--- src/rtl/xw_pkg.sv ---
package xw_pkg;
  localparam int ADDR_W  = 32;
  localparam int PA_W    = 40;
  localparam int PAGE_SH = 12;
  localparam int DIR_SH  = 22;
  localparam int HI_W    = PA_W - ADDR_W;
  localparam int FRAME_W = ADDR_W - PAGE_SH;
  localparam int ERR_W   = 4;

  // entry bit positions (hardware table format)
  localparam int E_PRES = 0;
  localparam int E_RW   = 1;
  localparam int E_US   = 2;
  localparam int E_ACC  = 5;
  localparam int E_DIRT = 6;
  localparam int E_BIG  = 7;
  localparam int E_BRSV = 21;

  typedef enum logic [1:0] {
    ACC_READ  = 2'd0,
    ACC_WRITE = 2'd1,
    ACC_FETCH = 2'd2
  } acc_kind_e;
endpackage

--- src/rtl/xw_addr.sv ---
module xw_addr
  import xw_pkg::*;
#(
  parameter int A20_BIT = 20
) (
  input  logic [FRAME_W-1:0] root_frame,
  input  logic [ADDR_W-1:0]  va,
  input  logic [FRAME_W-1:0] dir_frame,
  input  logic [FRAME_W-1:0] leaf_frame,
  input  logic               a20_on,
  output logic [ADDR_W-1:0]  dir_addr,
  output logic [ADDR_W-1:0]  tbl_addr,
  output logic [PA_W-1:0]    pa_flat,
  output logic [PA_W-1:0]    pa_small,
  output logic [PA_W-1:0]    pa_big
);
  localparam int IDX_W = DIR_SH - PAGE_SH;

  logic [ADDR_W-1:0] amask;

  always_comb begin
    amask    = ~(ADDR_W'(!a20_on) << A20_BIT);
    dir_addr = {root_frame, va[ADDR_W-1:DIR_SH], 2'b00} & amask;
    tbl_addr = {dir_frame, va[DIR_SH-1:PAGE_SH], 2'b00} & amask;
    pa_flat  = {{HI_W{1'b0}}, va & amask};
    pa_small = {{HI_W{1'b0}}, leaf_frame & amask[ADDR_W-1:PAGE_SH],
                va[PAGE_SH-1:0]};
    // large page: entry bits 20:13 give the physical bits above 31
    pa_big   = {dir_frame[1 +: HI_W], dir_frame[FRAME_W-1 -: IDX_W],
                va[DIR_SH-1:0]};
  end
endmodule

--- src/rtl/xw_check.sv ---
module xw_check
  import xw_pkg::*;
(
  input  logic              dir_us,
  input  logic              dir_rw,
  input  logic [ADDR_W-1:0] leaf,
  input  logic              is_write,
  input  logic              is_user,
  input  logic              wp_on,
  output logic              prot_fault,
  output logic              leaf_upd,
  output logic              grant_w,
  output logic [ADDR_W-1:0] leaf_new
);
  logic eff_us, eff_rw, may_write;

  always_comb begin
    eff_us     = dir_us & leaf[E_US];
    eff_rw     = dir_rw & leaf[E_RW];
    may_write  = eff_rw | (!is_user & !wp_on);
    prot_fault = (is_user & !eff_us) | (is_write & !may_write);
    leaf_new   = leaf;
    leaf_new[E_ACC] = 1'b1;
    if (is_write) leaf_new[E_DIRT] = 1'b1;
    leaf_upd   = (leaf_new != leaf);
    grant_w    = may_write & leaf_new[E_DIRT];
  end
endmodule

--- src/rtl/xlate_walker.sv ---
module xlate_walker
  import xw_pkg::*;
#(
  parameter int A20_BIT = 20
) (
  input  logic               clk,
  input  logic               rst,
  input  logic               req_valid,
  output logic               req_ready,
  input  logic [ADDR_W-1:0]  req_vaddr,
  input  logic [1:0]         req_kind,
  input  logic               req_user,
  input  logic               cfg_paging,
  input  logic               cfg_wp,
  input  logic               cfg_pse,
  input  logic               cfg_a20,
  input  logic [FRAME_W-1:0] cfg_root_frame,
  output logic               mem_req_valid,
  input  logic               mem_req_ready,
  output logic               mem_req_write,
  output logic [ADDR_W-1:0]  mem_req_addr,
  output logic [ADDR_W-1:0]  mem_req_wdata,
  input  logic               mem_rsp_valid,
  input  logic [ADDR_W-1:0]  mem_rsp_rdata,
  output logic               done,
  output logic               done_fault,
  output logic [ERR_W-1:0]   done_err,
  output logic [PA_W-1:0]    done_paddr,
  output logic               done_wr_ok,
  output logic               done_big
);
  typedef enum logic [3:0] {
    S_IDLE, S_DIR_RQ, S_DIR_RS, S_DIRA_RQ, S_DIRA_RS,
    S_TBL_RQ, S_TBL_RS, S_LEAF_RQ, S_LEAF_RS
  } wstate_e;

  wstate_e            st, nxt_st;
  logic [ADDR_W-1:0]  va_q, dir_q, tbl_q, addr_q, wdata_q;
  logic [FRAME_W-1:0] root_q;
  logic               write_q, user_q, wp_q, pse_q, a20_q, big_q;

  logic               idle;
  logic [ADDR_W-1:0]  cur_va, cur_dir, cur_leaf;
  logic [FRAME_W-1:0] cur_root;
  logic               cur_a20, big_now;
  logic [ADDR_W-1:0]  dir_addr, tbl_addr, leaf_new;
  logic [PA_W-1:0]    pa_flat, pa_small, pa_big;
  logic               prot_fault, leaf_upd, grant_w;

  logic               fin, fin_fault, fin_rsvd, fin_p, fin_wr;
  logic [PA_W-1:0]    fin_pa;
  logic [ADDR_W-1:0]  nxt_addr, nxt_wdata;

  assign idle     = (st == S_IDLE);
  assign cur_va   = idle ? req_vaddr : va_q;
  assign cur_root = idle ? cfg_root_frame : root_q;
  assign cur_a20  = idle ? cfg_a20 : a20_q;
  assign cur_dir  = (st == S_DIR_RS) ? mem_rsp_rdata : dir_q;
  assign big_now  = (st == S_DIR_RS) ? (mem_rsp_rdata[E_BIG] & pse_q) : big_q;
  assign cur_leaf = big_now ? cur_dir :
                    ((st == S_TBL_RS) ? mem_rsp_rdata : tbl_q);

  xw_addr #(.A20_BIT(A20_BIT)) u_addr (
    .root_frame (cur_root),
    .va         (cur_va),
    .dir_frame  (cur_dir[ADDR_W-1:PAGE_SH]),
    .leaf_frame (cur_leaf[ADDR_W-1:PAGE_SH]),
    .a20_on     (cur_a20),
    .dir_addr   (dir_addr),
    .tbl_addr   (tbl_addr),
    .pa_flat    (pa_flat),
    .pa_small   (pa_small),
    .pa_big     (pa_big)
  );

  xw_check u_check (
    .dir_us     (cur_dir[E_US]),
    .dir_rw     (cur_dir[E_RW]),
    .leaf       (cur_leaf),
    .is_write   (write_q),
    .is_user    (user_q),
    .wp_on      (wp_q),
    .prot_fault (prot_fault),
    .leaf_upd   (leaf_upd),
    .grant_w    (grant_w),
    .leaf_new   (leaf_new)
  );

  assign req_ready     = idle;
  assign mem_req_valid = (st == S_DIR_RQ) || (st == S_DIRA_RQ) ||
                         (st == S_TBL_RQ) || (st == S_LEAF_RQ);
  assign mem_req_write = (st == S_DIRA_RQ) || (st == S_LEAF_RQ);
  assign mem_req_addr  = addr_q;
  assign mem_req_wdata = wdata_q;

  // evaluation of a fetched entry happens in the response cycle itself
  always_comb begin
    nxt_st    = st;
    nxt_addr  = addr_q;
    nxt_wdata = wdata_q;
    fin       = 1'b0;
    fin_fault = 1'b0;
    fin_rsvd  = 1'b0;
    fin_p     = 1'b0;
    fin_wr    = 1'b0;
    fin_pa    = big_now ? pa_big : pa_small;
    unique case (st)
      S_IDLE: if (req_valid) begin
        if (!cfg_paging) begin
          fin    = 1'b1;
          fin_pa = pa_flat;
          fin_wr = 1'b1;
        end else begin
          nxt_addr = dir_addr;
          nxt_st   = S_DIR_RQ;
        end
      end
      S_DIR_RQ:  if (mem_req_ready) nxt_st = S_DIR_RS;
      S_DIRA_RQ: if (mem_req_ready) nxt_st = S_DIRA_RS;
      S_TBL_RQ:  if (mem_req_ready) nxt_st = S_TBL_RS;
      S_LEAF_RQ: if (mem_req_ready) nxt_st = S_LEAF_RS;
      S_DIR_RS: if (mem_rsp_valid) begin
        if (!mem_rsp_rdata[E_PRES]) begin
          fin = 1'b1; fin_fault = 1'b1;
        end else if (big_now) begin
          if (mem_rsp_rdata[E_BRSV]) begin
            fin = 1'b1; fin_fault = 1'b1; fin_rsvd = 1'b1; fin_p = 1'b1;
          end else if (prot_fault) begin
            fin = 1'b1; fin_fault = 1'b1; fin_p = 1'b1;
          end else if (leaf_upd) begin
            nxt_wdata = leaf_new;
            nxt_st    = S_LEAF_RQ;
          end else begin
            fin = 1'b1; fin_wr = grant_w;
          end
        end else if (!mem_rsp_rdata[E_ACC]) begin
          nxt_wdata = mem_rsp_rdata | (ADDR_W'(1) << E_ACC);
          nxt_st    = S_DIRA_RQ;
        end else begin
          nxt_addr = tbl_addr;
          nxt_st   = S_TBL_RQ;
        end
      end
      S_DIRA_RS: if (mem_rsp_valid) begin
        nxt_addr = tbl_addr;
        nxt_st   = S_TBL_RQ;
      end
      S_TBL_RS: if (mem_rsp_valid) begin
        if (!mem_rsp_rdata[E_PRES]) begin
          fin = 1'b1; fin_fault = 1'b1;
        end else if (prot_fault) begin
          fin = 1'b1; fin_fault = 1'b1; fin_p = 1'b1;
        end else if (leaf_upd) begin
          nxt_wdata = leaf_new;
          nxt_st    = S_LEAF_RQ;
        end else begin
          fin = 1'b1; fin_wr = grant_w;
        end
      end
      S_LEAF_RS: if (mem_rsp_valid) begin
        fin = 1'b1; fin_wr = grant_w;
      end
      default: nxt_st = S_IDLE;
    endcase
    if (fin) nxt_st = S_IDLE;
  end

  always_ff @(posedge clk) begin
    if (rst) begin
      st         <= S_IDLE;
      va_q       <= '0;
      dir_q      <= '0;
      tbl_q      <= '0;
      addr_q     <= '0;
      wdata_q    <= '0;
      root_q     <= '0;
      write_q    <= 1'b0;
      user_q     <= 1'b0;
      wp_q       <= 1'b0;
      pse_q      <= 1'b0;
      a20_q      <= 1'b0;
      big_q      <= 1'b0;
      done       <= 1'b0;
      done_fault <= 1'b0;
      done_err   <= '0;
      done_paddr <= '0;
      done_wr_ok <= 1'b0;
      done_big   <= 1'b0;
    end else begin
      st      <= nxt_st;
      addr_q  <= nxt_addr;
      wdata_q <= nxt_wdata;
      done    <= fin;
      if (idle && req_valid) begin
        va_q    <= req_vaddr;
        write_q <= (req_kind == ACC_WRITE);
        user_q  <= req_user;
        wp_q    <= cfg_wp;
        pse_q   <= cfg_pse;
        a20_q   <= cfg_a20;
        root_q  <= cfg_root_frame;
        big_q   <= 1'b0;
      end
      if (st == S_DIR_RS && mem_rsp_valid) begin
        dir_q <= mem_rsp_rdata;
        big_q <= big_now;
      end
      if (st == S_TBL_RS && mem_rsp_valid) tbl_q <= mem_rsp_rdata;
      if (fin) begin
        done_fault <= fin_fault;
        done_err   <= fin_fault ? {fin_rsvd, user_q, write_q, fin_p} : '0;
        done_paddr <= fin_fault ? '0 : fin_pa;
        done_wr_ok <= !fin_fault && fin_wr;
        done_big   <= !fin_fault && !idle && big_now;
      end
    end
  end
endmodule

--- config.mk ---
export PLATFORM = sky130hd
export DESIGN_NAME = xlate_walker
export DESIGN_NICKNAME = d
export VERILOG_FILES = /design/src/rtl/xw_pkg.sv /design/src/rtl/xw_addr.sv /design/src/rtl/xw_check.sv /design/src/rtl/xlate_walker.sv
export SDC_FILE = /design/constraint.sdc
export NUM_CORES = 1
export LEC_CHECK = 0
export BUFFER_PORTS_ARGS = -buffer_cell sky130_fd_sc_hd__buf_2
export CAP_MARGIN = 30
export CORE_MARGIN = 4
export CORE_UTILIZATION = 35
export DETAILED_ROUTE_END_ITERATION = 6
export HOLD_SLACK_MARGIN = 0.02
export PLACE_DENSITY = 0.58
export SLEW_MARGIN = 20
export SYNTH_ARGS = -nofsm -noshare
export SYNTH_HDL_FRONTEND = slang
export SYNTH_HIERARCHICAL = 1
export SYNTH_SLANG_ARGS = --single-unit
--- constraint.sdc ---
create_clock -name clk -period 3.3 [get_ports clk]
set_input_delay 0.66 -clock clk [delete_from_list [all_inputs] [get_ports clk]]
set_output_delay 0.66 -clock clk [all_outputs]
set_load 0.05 [all_outputs]
==> results by group <==
Route
  • 1st-pass router iterations: 5
  • Vias per inst: 5.07
  • Initial DRC Count: 821
  • Post-Route WL: around 40000 um
  • DR vias: 10600
  • DRC Markers: 0
  • Final antenna-violating net count: 0
  • Routed length per instance: 18.9 um

Place
  • Cells after DPL: 2032
  • DP Worst Slack: 35.5 ps
  • Port bufs: 210
  • Placed cell area: 0.0132 mm^2
  • GP Congestion: 0.848
  • Dpl hpwl: 27500 um

Synthesis
  • Seq/Total Area, Yosys: between 30% and 40%
  • YS warnings: 6
  • Post-Syn Area per Cell: around 8 um^2
  • Register bit total from synthesis: between 200 and 250
  • Synth Flop Type: dfxtp_1
  • Post-synthesis cell count: ~1600
  • Distinct cells, synth: 54
  • Asr flop ratio synth: 0%
  • Number of flops mapped to enable cells by yosys: 0
  • Post-Syn Area: 0.0131 mm^2

Setup path
  • Crit path kind: flop to flop
  • Critical Path Most Common Cell: a22o_1
  • Reg2Reg Depth: 14
  • Worst EP arrival: 3640 ps
  • Worst EP required: 3780 ps
  • Crit path max-delay cell type: nor4b_4
  • Startpoint Class: flop
  • Max stage delay on crit path: 390 ps
  • CP Cell Sequence: nor4b_4 > buf_6 > mux2_2 > nor2_1 > a31oi_1 > a2bb2oi_2 > a22o_1 > nand2b_4 > a21o_1 > a311oi_4 > nor2b_4 > buf_12 > clkbuf_16 > a22o_1
  • Crit Path Max Fanout: 13
  • Worst setup EP type: flop

Clocking
  • CTS Buf Count: 28
  • Max clock buf depth: 3
  • CTS tree: built
  • CTS clk-pin slew, worst paths: around 60 ps
  • Depth of the CTS H-tree: 1
  • Clk_lat worst skew: between 500 and 600 ps
  • CTS Root Cell: clkbuf_16
  • Clk sinks: 238

Die
  • DIE WIDTH: 201 um
  • Starting Density: around 36%
  • Ports: ~210
  • Die H: 201 um
  • Die ar.: just over 0.04 mm^2
  • Row count: 70
  • Core region area: 0.0368 mm^2

STA
  • Worst Tran Pin Value: about 870 ps
  • Fin crit share: 95.9%
  • Setup violations, final: 0
  • Final setup margin: 136 ps
  • Slew Limit Fails: 0
  • Relative slew slack: 42.1%
  • FMAX: 316 MHz
  • Hold Worst Slack: approximately 360 ps
  • Min Tclk post-route: 3160 ps
  • RSZ-0062 raised after global routing: true
  • Sum Neg Setup Slack: 0 ps
  • Final Hold Viols: 0
  • Clk_skew: 20.2 ps

Final layout
  • Final core occ: 38.6%
  • Final Non-Filler Cells: between 2000 and 2500
  • Final Net Count: 1700
  • Fin area: ~0.014 mm^2
  • Layout cell share with drive strength beyond 1: 25.3%
  • FF/Latch Area: 0.00477 mm^2
  • Multi-input gate area: around 0.0063 mm^2
  • Area growth from synthesis to layout: 8.46%
  • Fillers: 3790

Min path
  • Hold WC Path Type: input port to flop
  • Hold Path Cell Cnt: 3

Global routing
  • Total GRT Usage: between 10% and 20%
  • First-pass GRT wire length: 60800 um
  • Antenna violations before repair: 4
  • Grt ovf: 0
  • Vias in the first global route: 10100
  • Largest net degree at the start of global routing: 81

Power
  • Net switching power: 2.28 mW
  • Cell leakage power: 6.22 nW
  • Sw Ratio: 30.4%
  • Max VDD drop: 352 uV
  • Clock power share: 39.3%
  • Int Pwr: 5.21 mW
  • Comb pwr share: roughly a fifth
  • PnR Total Power: 7.48 mW
  • Power Density: around 530 mW/mm^2
  • Sequential power share: between 40% and 50%

Run status
  • Status: complete, no violations

Job
  • # Max-Cap Violations: 0
==> metal layers <==
metal	share of wire [%]	GRT usage [%]	up-vias
met3	5.8	3.61	42
li1	-	-	5268
met4	1.7	3.64	6
met2	46	29.9	265
met5	0.10	0	-
met1	46	25.9	5018
==> worst paths after layout <==
kind | start | slack [ps] | to
max | st[2]$_SDFFE_PP0P_ | 140 | done_err[1]$_SDFFE_PP0P_
min | cfg_wp | 360 | wp_q$_SDFFE_PP0P_
max reg2reg | st[2]$_SDFFE_PP0P_ | 140 | done_err[1]$_SDFFE_PP0P_
min reg2reg | dir_q[28]$_SDFFE_PP0P_ | 450 | dir_q[28]$_SDFFE_PP0P_
==> placed cells by master, fill, tap and decap left out, types with 2 or more instances in the layout <==
master      instances
a211oi_1           64
a21o_1              6
a21oi_1           177
a22o_1             45
a31oi_1            23
and2_1              9
and3_1              3
buf_12             10
buf_2             209
buf_4              46
buf_6               4
clkbuf_1            8
clkbuf_16          30
clkbuf_8            5
clkinv_2            3
clkinvlp_4          2
conb_1             21
dfxtp_1           237
inv_1              13
mux2_2             76
mux2i_1            72
mux2i_4             2
nand2_1           293
nand2_2             2
nand2b_1            5
nand3_1             3
nand3b_1            3
nor2_1            137
nor2_2              2
nor2b_1             2
nor3_1              2
nor4b_1             2
o21ai_0            32
o22ai_1            10
or3_1              30
==> logic make-up after synthesis <==
group | share of synthesized area, %
buffers and inverters | 16.8
and+or+nand+nor | 16.3
AOI/OAI and AO/OA | 18.0
muxes | 12.3
xor gates and xnor gates | 0.134
DFF | 36.4
other | 0.0574
==> worst max-delay path: cells and delay by family (launching register included) <==
family,cells,cell delay [ps]
compound gates,6,1140
buf+inv,3,530
flops,1,330
mux,1,200
simple gates,4,890
==> sequential cells by signal, indices dropped and copies added, names as in the netlist, 4 cells and up <==
register and flops:
va_q 32, dir_q 32, done_err 4, mem_req_addr 32, tbl_q 32, st 4, root_q 20, mem_req_wdata 32
done_paddr 40
==> cells in the mapped netlist (31+ instances only) <==
master,count,area share (%)
a22o_1,45,3.0
buf_2,31,1.2
a211oi_1,64,3.7
nand2_1,295,8.5
dfxtp_1,238,36
nor2_1,139,4.0
o21ai_0,33,1.3
mux2i_1,73,5.6
buf_4,219,13
mux2_2,76,6.5
a21oi_1,177,6.8
clkbuf_1,79,2.3
==> power groups by stage <==
stage	combinational (mW)	sequential [mW]	clock, mW
final	1.44	3.11	2.94
after global routing	1.57	3.12	3.13
after CTS	1.43	3.11	3.02
after detailed placement	1.43	3.17	0
after global placement	1.41	3.16	0
after floorplan	0.951	3.47	0
==> area by class of cell <==
type | count | share of cell area [%]
Inverter | 13 | 0.344
Sequential cell | 238 | 33.6
Clock buffer | 42 | 5.81
Tap cell | 468 | 4.13
Timing Repair Buffer | 270 | 11.7
Multi-Input combinational cell | 1053 | 44.2
Clock inverter | 5 | 0.212
Antenna cell | 1 | 0.0176
==> what timing repair did <==
action,4_1_cts,5_1_grt
buffers inserted,0,6
hold buffers,0,0
gates resized for setup,0,9
endpoints found under the setup margin,0,75
Power figures use the tool's default switching activity.
